<file path="config.mk">
export PLATFORM = sky130hd
export DESIGN_NAME = dma_area_seq
export DESIGN_NICKNAME = d
export VERILOG_FILES = /design/src/rtl/dma_seq_pkg.sv /design/src/rtl/dma_seq_fsm.sv /design/src/rtl/dma_status_enc.sv /design/src/rtl/dma_strobe_gen.sv /design/src/rtl/dma_area_seq.sv
export SDC_FILE = /design/constraint.sdc
export NUM_CORES = 1
export LEC_CHECK = 0
export BUFFER_PORTS_ARGS = -buffer_cell sky130_fd_sc_hd__clkbuf_2
export CAP_MARGIN = 20
export CORE_MARGIN = 1
export CORE_UTILIZATION = 45
export DETAILED_ROUTE_END_ITERATION = 12
export PLACE_DENSITY = 0.8
export SKIP_CTS_REPAIR_TIMING = 1
export SYNTH_ARGS = -nofsm -noshare
export SYNTH_HDL_FRONTEND = slang
export SYNTH_SLANG_ARGS = --single-unit
</file>
<file path="constraint.sdc">
create_clock -name clk -period 6.2 [get_ports clk]
set_clock_uncertainty 0.15 [all_clocks]
set_input_delay 1.55 -clock clk [delete_from_list [all_inputs] [get_ports clk]]
set_output_delay 1.55 -clock clk [all_outputs]
set_load 0.02 [all_outputs]
</file>
<file path="src/rtl/dma_seq_pkg.sv">
// Shared types for the DMA area status sequencer.
// Assumes: state encodings are internal; only the 3-bit area codes are visible.
package dma_seq_pkg;

    typedef enum logic [3:0] {
        S_IDLE,
        S_WAITG,
        S_TDA,
        S_TBA,
        S_RELINK,
        S_RBA,
        S_RDA_HEAD,
        S_GAP_SL,
        S_RDA_LINK,
        S_GAP_LI,
        S_RDA_INUSE,
        S_RRA,
        S_CDA
    } seq_state_t;

    typedef enum logic [1:0] {
        J_NONE,
        J_RX,
        J_TX,
        J_CAM
    } job_t;

    localparam logic [2:0] ST_TXD     = 3'b000;
    localparam logic [2:0] ST_TXB     = 3'b001;
    localparam logic [2:0] ST_RXB     = 3'b010;
    localparam logic [2:0] ST_RXB_SRC = 3'b011;
    localparam logic [2:0] ST_RXD     = 3'b100;
    localparam logic [2:0] ST_RSRC    = 3'b101;
    localparam logic [2:0] ST_CAM     = 3'b110;
    localparam logic [2:0] ST_IDLE    = 3'b111;

    // True for states in which a memory area is being accessed.
    function automatic logic is_area(seq_state_t s);
        return !(s inside {S_IDLE, S_WAITG, S_GAP_SL, S_GAP_LI});
    endfunction

    // Maps a sequencer state to its area code; src selects the receive buffer sub-code.
    function automatic logic [2:0] area_code(seq_state_t s, logic src);
        case (s)
            S_TDA:       return ST_TXD;
            S_TBA:       return ST_TXB;
            S_RBA:       return src ? ST_RXB_SRC : ST_RXB;
            S_RELINK,
            S_RDA_HEAD,
            S_RDA_LINK,
            S_RDA_INUSE: return ST_RXD;
            S_RRA:       return ST_RSRC;
            S_CDA:       return ST_CAM;
            default:     return ST_IDLE;
        endcase
    endfunction

endpackage

</file>
<file path="src/rtl/dma_seq_fsm.sv">
// Area sequencer: arbitrates work requests, holds the bus tenure and walks
// the transmit, receive (two paths) and CAM area sequences.
// Assumes: xfer_done is a one-cycle pulse per area transfer; a slave access
// blocks progress in the cycle it is present.
module dma_seq_fsm
    import dma_seq_pkg::*;
#(
    parameter int WC_W      = 16,
    parameter int EOB_WORDS = 2,
    parameter int GAP_SL    = 2,
    parameter int GAP_LI    = 1
) (
    input  logic             clk,
    input  logic             rst_n,
    input  logic             rx_req,
    input  logic             tx_req,
    input  logic             cam_req,
    input  logic             bus_grant,
    input  logic             xfer_done,
    input  logic             tx_last,
    input  logic             eol_bit,
    input  logic [WC_W-1:0]  buf_words,
    input  logic             slv_access,
    output seq_state_t       state_q,
    output seq_state_t       state_d,
    output logic             bus_req,
    output logic             pkt_reject,
    output logic             rsrc_req
);

    localparam int GMAX = (GAP_SL > GAP_LI) ? GAP_SL : GAP_LI;
    localparam int GW   = (GMAX > 1) ? $clog2(GMAX) : 1;
    localparam logic [GW-1:0] GLOAD_SL = GW'(GAP_SL - 1);
    localparam logic [GW-1:0] GLOAD_LI = GW'(GAP_LI - 1);
    localparam logic [WC_W-1:0] EOB_LIM = WC_W'(EOB_WORDS);

    job_t          job_q, job_d;
    logic [GW-1:0] cnt_q, cnt_d;
    logic          eol_q, eol_d;
    logic          low_q, low_d;
    logic          rej_d, rej_q;
    logic          go;

    // A transfer step only counts when no slave access is in progress.
    assign go = xfer_done && !slv_access;

    // Next-state logic for the area walk.
    always_comb begin
        state_d = state_q;
        job_d   = job_q;
        cnt_d   = cnt_q;
        eol_d   = eol_q;
        low_d   = low_q;
        rej_d   = 1'b0;
        case (state_q)
            S_IDLE: begin
                if (rx_req) begin
                    job_d   = J_RX;
                    state_d = S_WAITG;
                end else if (tx_req) begin
                    job_d   = J_TX;
                    state_d = S_WAITG;
                end else if (cam_req) begin
                    job_d   = J_CAM;
                    state_d = S_WAITG;
                end
            end
            S_WAITG: begin
                if (bus_grant) begin
                    case (job_q)
                        J_RX:    state_d = eol_q ? S_RELINK : S_RBA;
                        J_TX:    state_d = S_TDA;
                        J_CAM:   state_d = S_CDA;
                        default: state_d = S_IDLE;
                    endcase
                end
            end
            S_TDA: if (go) state_d = S_TBA;
            S_TBA: if (go) state_d = tx_last ? S_IDLE : S_TDA;
            S_RELINK: begin
                if (go) begin
                    eol_d = eol_bit;
                    if (eol_bit) begin
                        rej_d   = 1'b1;
                        state_d = S_IDLE;
                    end else begin
                        state_d = S_RBA;
                    end
                end
            end
            S_RBA: begin
                if (go) begin
                    low_d   = (buf_words < EOB_LIM);
                    state_d = S_RDA_HEAD;
                end
            end
            S_RDA_HEAD: begin
                if (go) begin
                    cnt_d   = GLOAD_SL;
                    state_d = S_GAP_SL;
                end
            end
            S_GAP_SL: begin
                if (cnt_q == '0) state_d = S_RDA_LINK;
                else             cnt_d   = cnt_q - 1'b1;
            end
            S_RDA_LINK: begin
                if (go) begin
                    eol_d   = eol_bit;
                    cnt_d   = GLOAD_LI;
                    state_d = S_GAP_LI;
                end
            end
            S_GAP_LI: begin
                if (cnt_q == '0) state_d = S_RDA_INUSE;
                else             cnt_d   = cnt_q - 1'b1;
            end
            S_RDA_INUSE: if (go) state_d = low_q ? S_RRA : S_IDLE;
            S_RRA:       if (go) state_d = S_IDLE;
            S_CDA:       if (go) state_d = S_IDLE;
            default:     state_d = S_IDLE;
        endcase
    end

    // State registers with synchronous reset to idle.
    always_ff @(posedge clk) begin
        if (!rst_n) begin
            state_q <= S_IDLE;
            job_q   <= J_NONE;
            cnt_q   <= '0;
            eol_q   <= 1'b0;
            low_q   <= 1'b0;
            rej_q   <= 1'b0;
        end else begin
            state_q <= state_d;
            job_q   <= job_d;
            cnt_q   <= cnt_d;
            eol_q   <= eol_d;
            low_q   <= low_d;
            rej_q   <= rej_d;
        end
    end

    assign bus_req    = (state_q != S_IDLE);
    assign pkt_reject = rej_q;
    assign rsrc_req   = (state_q == S_RRA);

endmodule

</file>
<file path="src/rtl/dma_status_enc.sv">
// Status encoder: turns the sequencer state into the 3-bit area code,
// tracks the source-address sub-code and overlays idle during slave access.
// Assumes: src_done is only meaningful in the receive buffer area.
module dma_status_enc
    import dma_seq_pkg::*;
(
    input  logic        clk,
    input  logic        rst_n,
    input  seq_state_t  state_q,
    input  seq_state_t  state_d,
    input  logic        src_done,
    input  logic        slv_access,
    output logic        slv_q,
    output logic [2:0]  bus_status
);

    logic src_q;

    // Source-address flag: set inside the buffer area, cleared on leaving it.
    always_ff @(posedge clk) begin
        if (!rst_n)
            src_q <= 1'b0;
        else if (state_d != S_RBA)
            src_q <= 1'b0;
        else if (state_q == S_RBA && src_done && !slv_access)
            src_q <= 1'b1;
    end

    // Slave-access hold: registered so the status overlay follows the clock.
    always_ff @(posedge clk) begin
        if (!rst_n) slv_q <= 1'b0;
        else        slv_q <= slv_access;
    end

    assign bus_status = slv_q ? ST_IDLE : area_code(state_q, src_q);

endmodule

</file>
<file path="src/rtl/dma_strobe_gen.sv">
// Transfer-start strobe: one cycle on entry to each area, polarity chosen
// by the bus-mode input.
// Assumes: the mode input is static during a tenure.
module dma_strobe_gen
    import dma_seq_pkg::*;
(
    input  logic        clk,
    input  logic        rst_n,
    input  logic        big_endian,
    input  seq_state_t  state_q,
    input  seq_state_t  state_d,
    output logic        strb_act,
    output logic        addr_strb
);

    // Marks the first cycle of every new area transfer.
    always_ff @(posedge clk) begin
        if (!rst_n) strb_act <= 1'b0;
        else        strb_act <= is_area(state_d) && (state_d != state_q);
    end

    assign addr_strb = big_endian ? ~strb_act : strb_act;

endmodule

</file>
<file path="src/rtl/dma_area_seq.sv">
// Top of the DMA area status sequencer: ties the area walk, the status
// encoder and the strobe generator together.
// Assumes: all inputs are synchronous to clk.
module dma_area_seq
    import dma_seq_pkg::*;
#(
    parameter int WC_W      = 16,
    parameter int EOB_WORDS = 2,
    parameter int GAP_SL    = 2,
    parameter int GAP_LI    = 1
) (
    input  logic            clk,
    input  logic            rst_n,
    input  logic            big_endian,
    input  logic            rx_req,
    input  logic            tx_req,
    input  logic            cam_req,
    input  logic            bus_grant,
    input  logic            xfer_done,
    input  logic            tx_last,
    input  logic            eol_bit,
    input  logic            src_done,
    input  logic [WC_W-1:0] buf_words,
    input  logic            slv_access,
    output logic            bus_req,
    output logic [2:0]      bus_status,
    output logic            addr_strb,
    output logic            pkt_reject,
    output logic            rsrc_req
);

    seq_state_t state_q;
    seq_state_t state_d;
    logic       slv_q;
    logic       strb_act;

    dma_seq_fsm #(
        .WC_W      (WC_W),
        .EOB_WORDS (EOB_WORDS),
        .GAP_SL    (GAP_SL),
        .GAP_LI    (GAP_LI)
    ) u_fsm (
        .clk        (clk),
        .rst_n      (rst_n),
        .rx_req     (rx_req),
        .tx_req     (tx_req),
        .cam_req    (cam_req),
        .bus_grant  (bus_grant),
        .xfer_done  (xfer_done),
        .tx_last    (tx_last),
        .eol_bit    (eol_bit),
        .buf_words  (buf_words),
        .slv_access (slv_access),
        .state_q    (state_q),
        .state_d    (state_d),
        .bus_req    (bus_req),
        .pkt_reject (pkt_reject),
        .rsrc_req   (rsrc_req)
    );

    dma_status_enc u_enc (
        .clk        (clk),
        .rst_n      (rst_n),
        .state_q    (state_q),
        .state_d    (state_d),
        .src_done   (src_done),
        .slv_access (slv_access),
        .slv_q      (slv_q),
        .bus_status (bus_status)
    );

    dma_strobe_gen u_strb (
        .clk        (clk),
        .rst_n      (rst_n),
        .big_endian (big_endian),
        .state_q    (state_q),
        .state_d    (state_d),
        .strb_act   (strb_act),
        .addr_strb  (addr_strb)
    );

endmodule

</file>
# Word-level counts from Yosys, hierarchy flattened
# Index checks and enable logic that the tools add are counted.
word_totals:
  inputBits: 28
  n_memories: 0
  ff_bits: 13
  mem_bits_ro: 0
  output_inout_bits: 7
  ramBits: 0
  word_cells: 89
  latch_bits: 0
op_classes:
  bitwise: 2
  n_div: 0
  shifts: 0
  n_addsub: 1
  mul: 0
  n_lt_le_gt_ge: 1
  eq_ne: 22
  n_reduce_logical: 22
  n_mux: 32
ops:
  columns: ["op", "n"]
  rows:
  - ["two-way mux 4 bit", 15]
  - ["case mux 4 bit (12 select lines)", 1]
  - ["== test 4 bit (second input constant)", 6]
  - ["== test 4 x 3 -> 1 bit (second input constant)", 5]
  - ["case mux 3 bit (6 select lines)", 1]
  - ["less-than comparator 16 x 2 -> 1 bit (second input constant)", 1]
  - ["case mux 4 bit (3 select lines)", 1]
  - ["== test 4 x 1 -> 1 bit (second input constant)", 2]
  - ["== test 4 x 2 -> 1 bit (second input constant)", 2]
  - ["logical NOT 4 bit", 2]
  - ["two-way mux 2 bit", 4]
  - ["nonzero test 4 bit", 2]
  - ["OR reduction 2 bit", 4]
  - ["two-way mux 1 bit", 7]
  - ["two-way mux 3 bit", 2]
  - ["AND reduction 2 bit", 3]
  - ["AND reduction 3 bit", 2]
  - ["nonzero test 3 bit", 2]
  - ["== test 2 bit (second input constant)", 2]
  - ["logical AND 1 bit", 4]
  - ["!= test 2 bit (second input constant)", 2]
  - ["!= test 4 x 3 -> 1 bit (second input constant)", 1]
  - ["!= test 4 bit", 1]
  - ["OR reduction 4 bit", 1]
  - ["5 further kinds", 7]

# Depth between registers and ports, before layout
# Gate-level depths: netlist (run 1).
depth:
  ltp_word: 8
  depth_mapped: 8
  depth_no_buf: 6

# Hierarchy
# A second synthesis (run 1) with hierarchy kept.
unflattened:
  cells_unflattened: 127
  area_unflattened_um2: 1048.5
modules_own_cells:
  columns: ["mod", "cells_per_inst", "area_each_um2", "seq_area_each_um2", "n_inst"]
  rows:
  - ["dma_seq_fsm", 100, 798.3, 200.2, 1]
  - ["dma_status_enc", 17, 153.9, 40.0, 1]
  - ["dma_strobe_gen", 10, 96.3, 20.0, 1]

# Worst setup path before layout (run 1)
# Ideal clock, no wire load.
synth_path:
  path_type: "in2out"
  startpoint: "in big_endian"
  endpoint: "out addr_strb"
  cell_stages: 1
  arrival_time_ns: 1.904
  n_path_buf: 0
  setup_slack_ns: 2.596
  required_ns: 4.500
  path_cell_list: "xor2_1"
synth_via:
  elab_chain_cells: 1
synth_rtl:
  columns: ["item", "line_no", "source"]
  rows:
  - ["start, declared", "dma_area_seq.sv:14", "input logic big_endian,"]
  - ["two-way mux 1 bit", "dma_strobe_gen.sv:22", "assign addr_strb = big_endian ? ~strb_act : strb_act;"]
  - ["end, declared", "dma_area_seq.sv:27", "output logic addr_strb,"]
# No other way between the ends.

# Worst setup path after layout (run 1)
# Same ends and word-level chain as after synthesis.

==> reports/results.ini, run 1 <==
[critical_path]
timing.reg2reg.worst_path_depth = 6
startpoint_class_of_the_critical_path = input pin
crit_type = input pin to primary output
timing.critical_path.arrival_ns = 1.95
worstSetupEndpointType = primary output
worst-endpoint-required_ns = 4.50
crit_path_max_fanout = 1

[floorplan]
die-area_um2 = 2550
floorplan.die.height_um = 50.5
starting_density_of_the_core_pct = 47.9
floorplan.io_pins = 35
core_area_um2 = 2210
die_width_um = 50.5
placementRows = 17

[sta]
slew_viol_final = 0
transition_time_at_the_pin_with_the_least_slew_margin_ns = 0.696
min_period_over_period_pct = 58.9
fin_crit_ns = 3.65
grt_setup_unrepaired = false
postLayoutSetupSlackWorst_ns = 2.55
totalNegativeSetupSlack_ns = 0
slew_headroom_pct = 53.5
worst_hold_slack_ns = 0.369
final-setup-viol-count = 0
fmaxAchievable_mhz = 274
number_of_hold_violations_in_the_final_report = 0

[power]
clock_power_share_pct = 14.9
share_seq_of_total_power_pct = 36.1
internal_power_uw = 193
vdd.ir_drop.worst_mv = 0.232
power_switching_uw = 157
comb_power_share_pct = 49.0
power.static_leakage_uw = 0.000463
p_sw_share_pct = 44.8
power_density_over_the_cells_nw_per_um2 = 292

[cts]
clk-insertion-delay-late_ns = 0.28
numClockSinks = 13
tritoncts = yes
numCtsBuffers = 3
cts.htree.levels = 1
worst_setup_hold_path_clk_slew_ns = 0.07
clockBufferDepth = 2
cts_root_buf = sky130_fd_sc_hd__clkbuf_4

[flow_run]
cap_viol_max_count = 0

[logic_synthesis]
syn_nets = 168
yosys_most_used_dff = sky130_fd_sc_hd__dfxtp_1
synth_top_area_share_pct = 24.6
synth_sequential_area_ratio_pct = 24.6
synth.cell_area_um2 = 1060
number_of_flops_mapped_to_enable_cells_by_yosys = 0
synth_cell_types = 47
dominant_cell_type_by_area_after_synthesis = sky130_fd_sc_hd__dfxtp_1
postSynthCellCount = 140
synth_top_cells_by_area = sky130_fd_sc_hd__dfxtp_1, sky130_fd_sc_hd__nor2_1, sky130_fd_sc_hd__o21ai_0
post_synthesis_sequential_element_count = 13
ys.warnings.count = 0
synth_async_sr_flop_share_pct = 0
syn_avg_cell_area_um2 = 7.57

[worst_hold_path]
hold_depth = 2
worstHoldPathType = flop to flop

[drt]
detailroute.via_count = 1156
post-route-drc-count = 0
detail_route.iter0.violations = 50
ant_nets = 0
via_cell_ratio = 5.93
detail_route.wirelength_um = 2670
wl_per_cell_um = 13.7
drt_pass1_iterations = 4

[layout]
final-instance-count-excl-fill = 195
drive_gt1_share_pct = 29.3
area_growth_syn_to_layout_pct = 12.9
layout.cells.most_common = sky130_fd_sc_hd__clkbuf_2
layout_common_cells = sky130_fd_sc_hd__clkbuf_2, sky130_fd_sc_hd__nor2_1, sky130_fd_sc_hd__dfxtp_1, sky130_fd_sc_hd__nand2_1, sky130_fd_sc_hd__o21ai_0
antennaDiodeCount = 0
layout.core_utilization_pct = 54.1
fillerInstances = 241
final_nets = 196

[global_routing]
globalRouteTotalUtil_pct = 23.1
grt_remaining_overflow = 0
maximum_number_of_pins_on_one_net_before_global_route_repair = 23
grt_pass1_vias = 1032
wire_length_of_the_first_global_routing_pass_um = 4500
antenna_violations_before_repair = 0

[outcome]
run_status = completed

[placement]
place_inst = 191
hpwlAfterDp_um = 2010
gp_congestion = 0.887
placement.io_buffers = 33
preCtsSetupSlack_ns = 2.55

[worst paths after layout]
kind	start	endpoint	slack [ns]
worst max register to register	u_fsm.state_q[3]	u_strb.strb_act	3.71
worst max-delay path	big_endian	addr_strb	2.55
worst min-delay path	u_fsm.job_q[1]	u_fsm.job_q[1]	0.37
worst min register to register	u_fsm.job_q[1]	u_fsm.job_q[1]	0.37
[state kept, by name, summed over array words and instances (netlist names)]
name              count
u_fsm.state_q         4
u_fsm.job_q           2
u_enc.slv_q           1
u_enc.src_q           1
u_fsm.cnt_q           1
u_fsm.eol_q           1
u_fsm.low_q           1
u_fsm.pkt_reject      1
u_strb.strb_act       1
[through the flow]
stage	total power (µW)	area (µm²)
floorplan	269	1060
detailed placement	296	1170
global route	376	1200
finish	350	1200
global placement	291	1170
CTS	347	1200
[cells by family (layout without fill, tap and decap cells)]
family / Yosys count / count (layout) / share of synthesized area [%]
buf+inv: 16 / 43 / 10.6
simple gates: 66 / 66 / 34.8
compound gates: 42 / 42 / 27.2
flops: 13 / 13 / 24.6
xor+xnor: 1 / 1 / 0.827
mux: 2 / 2 / 2.01
[synthesized netlist by cell type, types with 3 or more instances]
| cell | n |
|---|---|
| sky130_fd_sc_hd__a21oi_1 | 9 |
| sky130_fd_sc_hd__buf_6 | 3 |
| sky130_fd_sc_hd__and2_1 | 3 |
| sky130_fd_sc_hd__dfxtp_1 | 13 |
| sky130_fd_sc_hd__o211ai_1 | 3 |
| sky130_fd_sc_hd__o21ai_0 | 10 |
| sky130_fd_sc_hd__nor4_1 | 6 |
| sky130_fd_sc_hd__inv_1 | 5 |
| sky130_fd_sc_hd__nor2_1 | 14 |
| sky130_fd_sc_hd__a211oi_1 | 4 |
| sky130_fd_sc_hd__buf_4 | 4 |
| sky130_fd_sc_hd__nand3_1 | 5 |
| sky130_fd_sc_hd__nand2_1 | 10 |
| sky130_fd_sc_hd__nor3_1 | 7 |
| sky130_fd_sc_hd__a31oi_1 | 4 |
| sky130_fd_sc_hd__nand2b_1 | 4 |
[critical path: stages]
cell and delay [ns]:
sky130_fd_sc_hd__clkbuf_2 0.09, sky130_fd_sc_hd__xor2_1 0.13, sky130_fd_sc_hd__clkbuf_2 0.18
[layout make-up]
class / count / area, µm² / area share [%]
Sequential cell: 13 / 260 / 21.8
Timing Repair Buffer: 33 / 165 / 13.8
Multi-Input combinational cell: 111 / 687 / 57.4
Tap cell: 28 / 35.0 / 2.93
Inverter: 6 / 22.5 / 1.88
Clock buffer: 4 / 26.3 / 2.20
[power groups by stage]
| stage | Sequential (µW) | Clock, µW | Combinational, µW |
|---|---|---|---|
| detailed placement | 127 | 0 | 168 |
| global placement | 126 | 0 | 165 |
| floorplan | 105 | 0 | 164 |
| finish | 126 | 52.2 | 171 |
| CTS | 125 | 52.7 | 170 |
| global route | 129 | 58.5 | 188 |
[per-layer routing]
layer,GRT usage (%),vias to the layer above,share of wire (%)
li1,-,577,-
met1,28.8,524,42
met2,36.9,44,48
met3,5.45,11,7.6
met4,11.6,0,2.8
met5,0,-,0
Note: power is estimated with default switching activity, not from simulation.
==> run 2: changes to the inputs <==
- PLACE_DENSITY: 0.8 -> 0.83
- clock period: 6.2 -> 3 ns (I/O delays scaled with it)
==> run 2 against run 1 <==
  * Global-route usage shrank 0.38 points
  * Wire length increased by 2.8%
  * Largest power group unchanged
  * Clock-buffer cell count unchanged
  * First-iteration DRC count is 2.0% higher
  * Final area rose by 1.3%
  * Hold slack lost 0.016 ns
  * Sequential power is 95% higher
==> reports/results.ini, run 2 (synthesis gave the netlist of run 1 again) <==
[layout]
final-seq-area_um2 = 260
layout.core_utilization_pct = 54.8
fillerInstances = 208
multi_input_gate_area_um2 = 687
largest_register = u_fsm.state_q
area_growth_syn_to_layout_pct = 14.3
antennaDiodeCount = 0
layout.cells.most_common = sky130_fd_sc_hd__clkbuf_2
final_nets = 198
drive_gt1_share_pct = 30.2
biggest_regs = u_fsm.state_q: 4 flops, u_fsm.job_q: 2 flops
largest_register_ff_count = 4
layout_common_cells = sky130_fd_sc_hd__clkbuf_2, sky130_fd_sc_hd__nor2_1, sky130_fd_sc_hd__dfxtp_1, sky130_fd_sc_hd__nand2_1, sky130_fd_sc_hd__o21ai_0

[flow_run]
cap_viol_max_count = 0

[critical_path]
timing.reg2reg.worst_path_depth = 6
timing.critical_path.arrival_ns = 1.88
register_to_register_setup_slack_ns = 0.59
crit-reg2reg-capture = u_strb.strb_act
crit_path_max_fanout = 11
critical_path.cell_chain = inv_2, nor2_1, a21oi_1, or3_1, clkbuf_2
critical-path-slowest-cell = sky130_fd_sc_hd__dfxtp_1
critical_path.max_stage_delay_ns = 0.58
startpoint_class_of_the_critical_path = flop
crit-reg2reg-launch = u_fsm.state_q[2]
worst-endpoint-required_ns = 2.10
worstSetupEndpointType = primary output
worst_setup_path_startpoint = u_fsm.state_q[1]
crit_type = flop to primary output

[floorplan]
floorplan.io_pins = 35
floorplan.die.height_um = 50.5
core_area_um2 = 2210
die_width_um = 50.5
starting_density_of_the_core_pct = 47.9
placementRows = 17
die-area_um2 = 2550

[global_routing]
grt_remaining_overflow = 0
wire_length_of_the_first_global_routing_pass_um = 4370
maximum_number_of_pins_on_one_net_before_global_route_repair = 19
gr-usage-met3_pct = 2.73
grt_pass1_vias = 1035
antenna_violations_before_repair = 0
use_met2_pct = 38.2
top_usage_layer = met2
globalRouteTotalUtil_pct = 22.7
groute.layer.met1.usage_pct = 28.0

[cts]
cts.htree.levels = 1
numClockSinks = 13
numCtsBuffers = 3
worst_setup_hold_path_clk_slew_ns = 0.08
clockBufferDepth = 2
clk-insertion-delay-late_ns = 0.28
tritoncts = yes
cts_root_buf = sky130_fd_sc_hd__clkbuf_4

[drt]
detail_route.wirelength_um = 2750
wl_per_cell_um = 13.9
detail_route.iter0.violations = 51
ant_nets = 0
via_cell_ratio = 6.01
detailroute.via_count = 1183
post-route-drc-count = 0
drt_pass1_iterations = 6

[power]
power_switching_uw = 329
vdd.ir_drop.worst_mv = 0.393
share_seq_of_total_power_pct = 33.6
p_sw_share_pct = 44.8
clock_power_share_pct = 15.2
power.static_leakage_uw = 0.000473
internal_power_uw = 406
power_density_over_the_cells_nw_per_um2 = 606
comb_power_share_pct = 51.3

[placement]
gp_congestion = 0.934
placement.io_buffers = 33
hpwlAfterDp_um = 2090
preCtsSetupSlack_ns = 0.312

[sta]
number_of_hold_violations_in_the_final_report = 0
min_period_over_period_pct = 92.5
grt_setup_unrepaired = false
transition_time_at_the_pin_with_the_least_slew_margin_ns = 0.579
fmaxAchievable_mhz = 360
slew_headroom_pct = 61.3
final-setup-viol-count = 0
fin_crit_ns = 2.78
worst_hold_slack_ns = 0.353
postLayoutSetupSlackWorst_ns = 0.224
totalNegativeSetupSlack_ns = 0
slew_viol_final = 0

[worst_hold_path]
hold_path_end = u_fsm.eol_q
hold_path.startpoint = u_fsm.eol_q
worstHoldPathType = flop to flop
hold_depth = 2

[outcome]
run_status = completed

[run 2: stage by stage]
step	std cells	area, µm²	power [µW]
floorplan	140	1060	556
global placement	193	1180	613
detailed placement	193	1180	620
CTS	197	1210	731
global route	197	1210	776
finish	197	1210	734
[run 2: power by group through the flow]
stage | clock network, µW | registers [µW] | logic [µW]
floorplan | 0 | 218 | 339
global placement | 0 | 248 | 365
detailed placement | 0 | 249 | 371
CTS | 113 | 245 | 373
global route | 119 | 251 | 407
finish | 111 | 246 | 376
[run 2: metal layers]
layer / up-vias / wire [µm] / share of wire (%)
met1: 536 / 1160 / 42
met5: - / 0 / 0
met3: 6 / 208 / 7.6
met4: 0 / 46 / 1.7
li1: 581 / - / -
met2: 60 / 1330 / 49
[run 2: layout make-up]
| cell class | count | area share [%] |
|---|---|---|
| repair buffers | 35 | 14.9 |
| well taps | 28 | 2.89 |
| multi-input cells | 111 | 56.7 |
| flip-flops and latches | 13 | 21.5 |
| clock buffers | 4 | 2.17 |
| inverters | 6 | 1.86 |
[run 2: worst max path at each step]
| stage | to | depth (start not counted) |
|---|---|---|
| 2_1_floorplan | u_strb.strb_act | 5 |
| 4_1_cts | bus_status[2] | 5 |
| 6_report | bus_status[2] | 5 |
| 5_1_grt | bus_status[2] | 5 |
| 3_5_place_dp | u_strb.strb_act | 7 |
| 3_3_place_gp | u_strb.strb_act | 7 |
[run 2: worst max-delay path, delay by kind of cell, from the launching register on]
kind / cells / cell delay [ns]
AND/OR/NAND/NOR: 2 / 0.61
buffers and inverters: 2 / 0.32
flip-flops: 1 / 0.58
AO/OA/AOI/OAI: 1 / 0.07
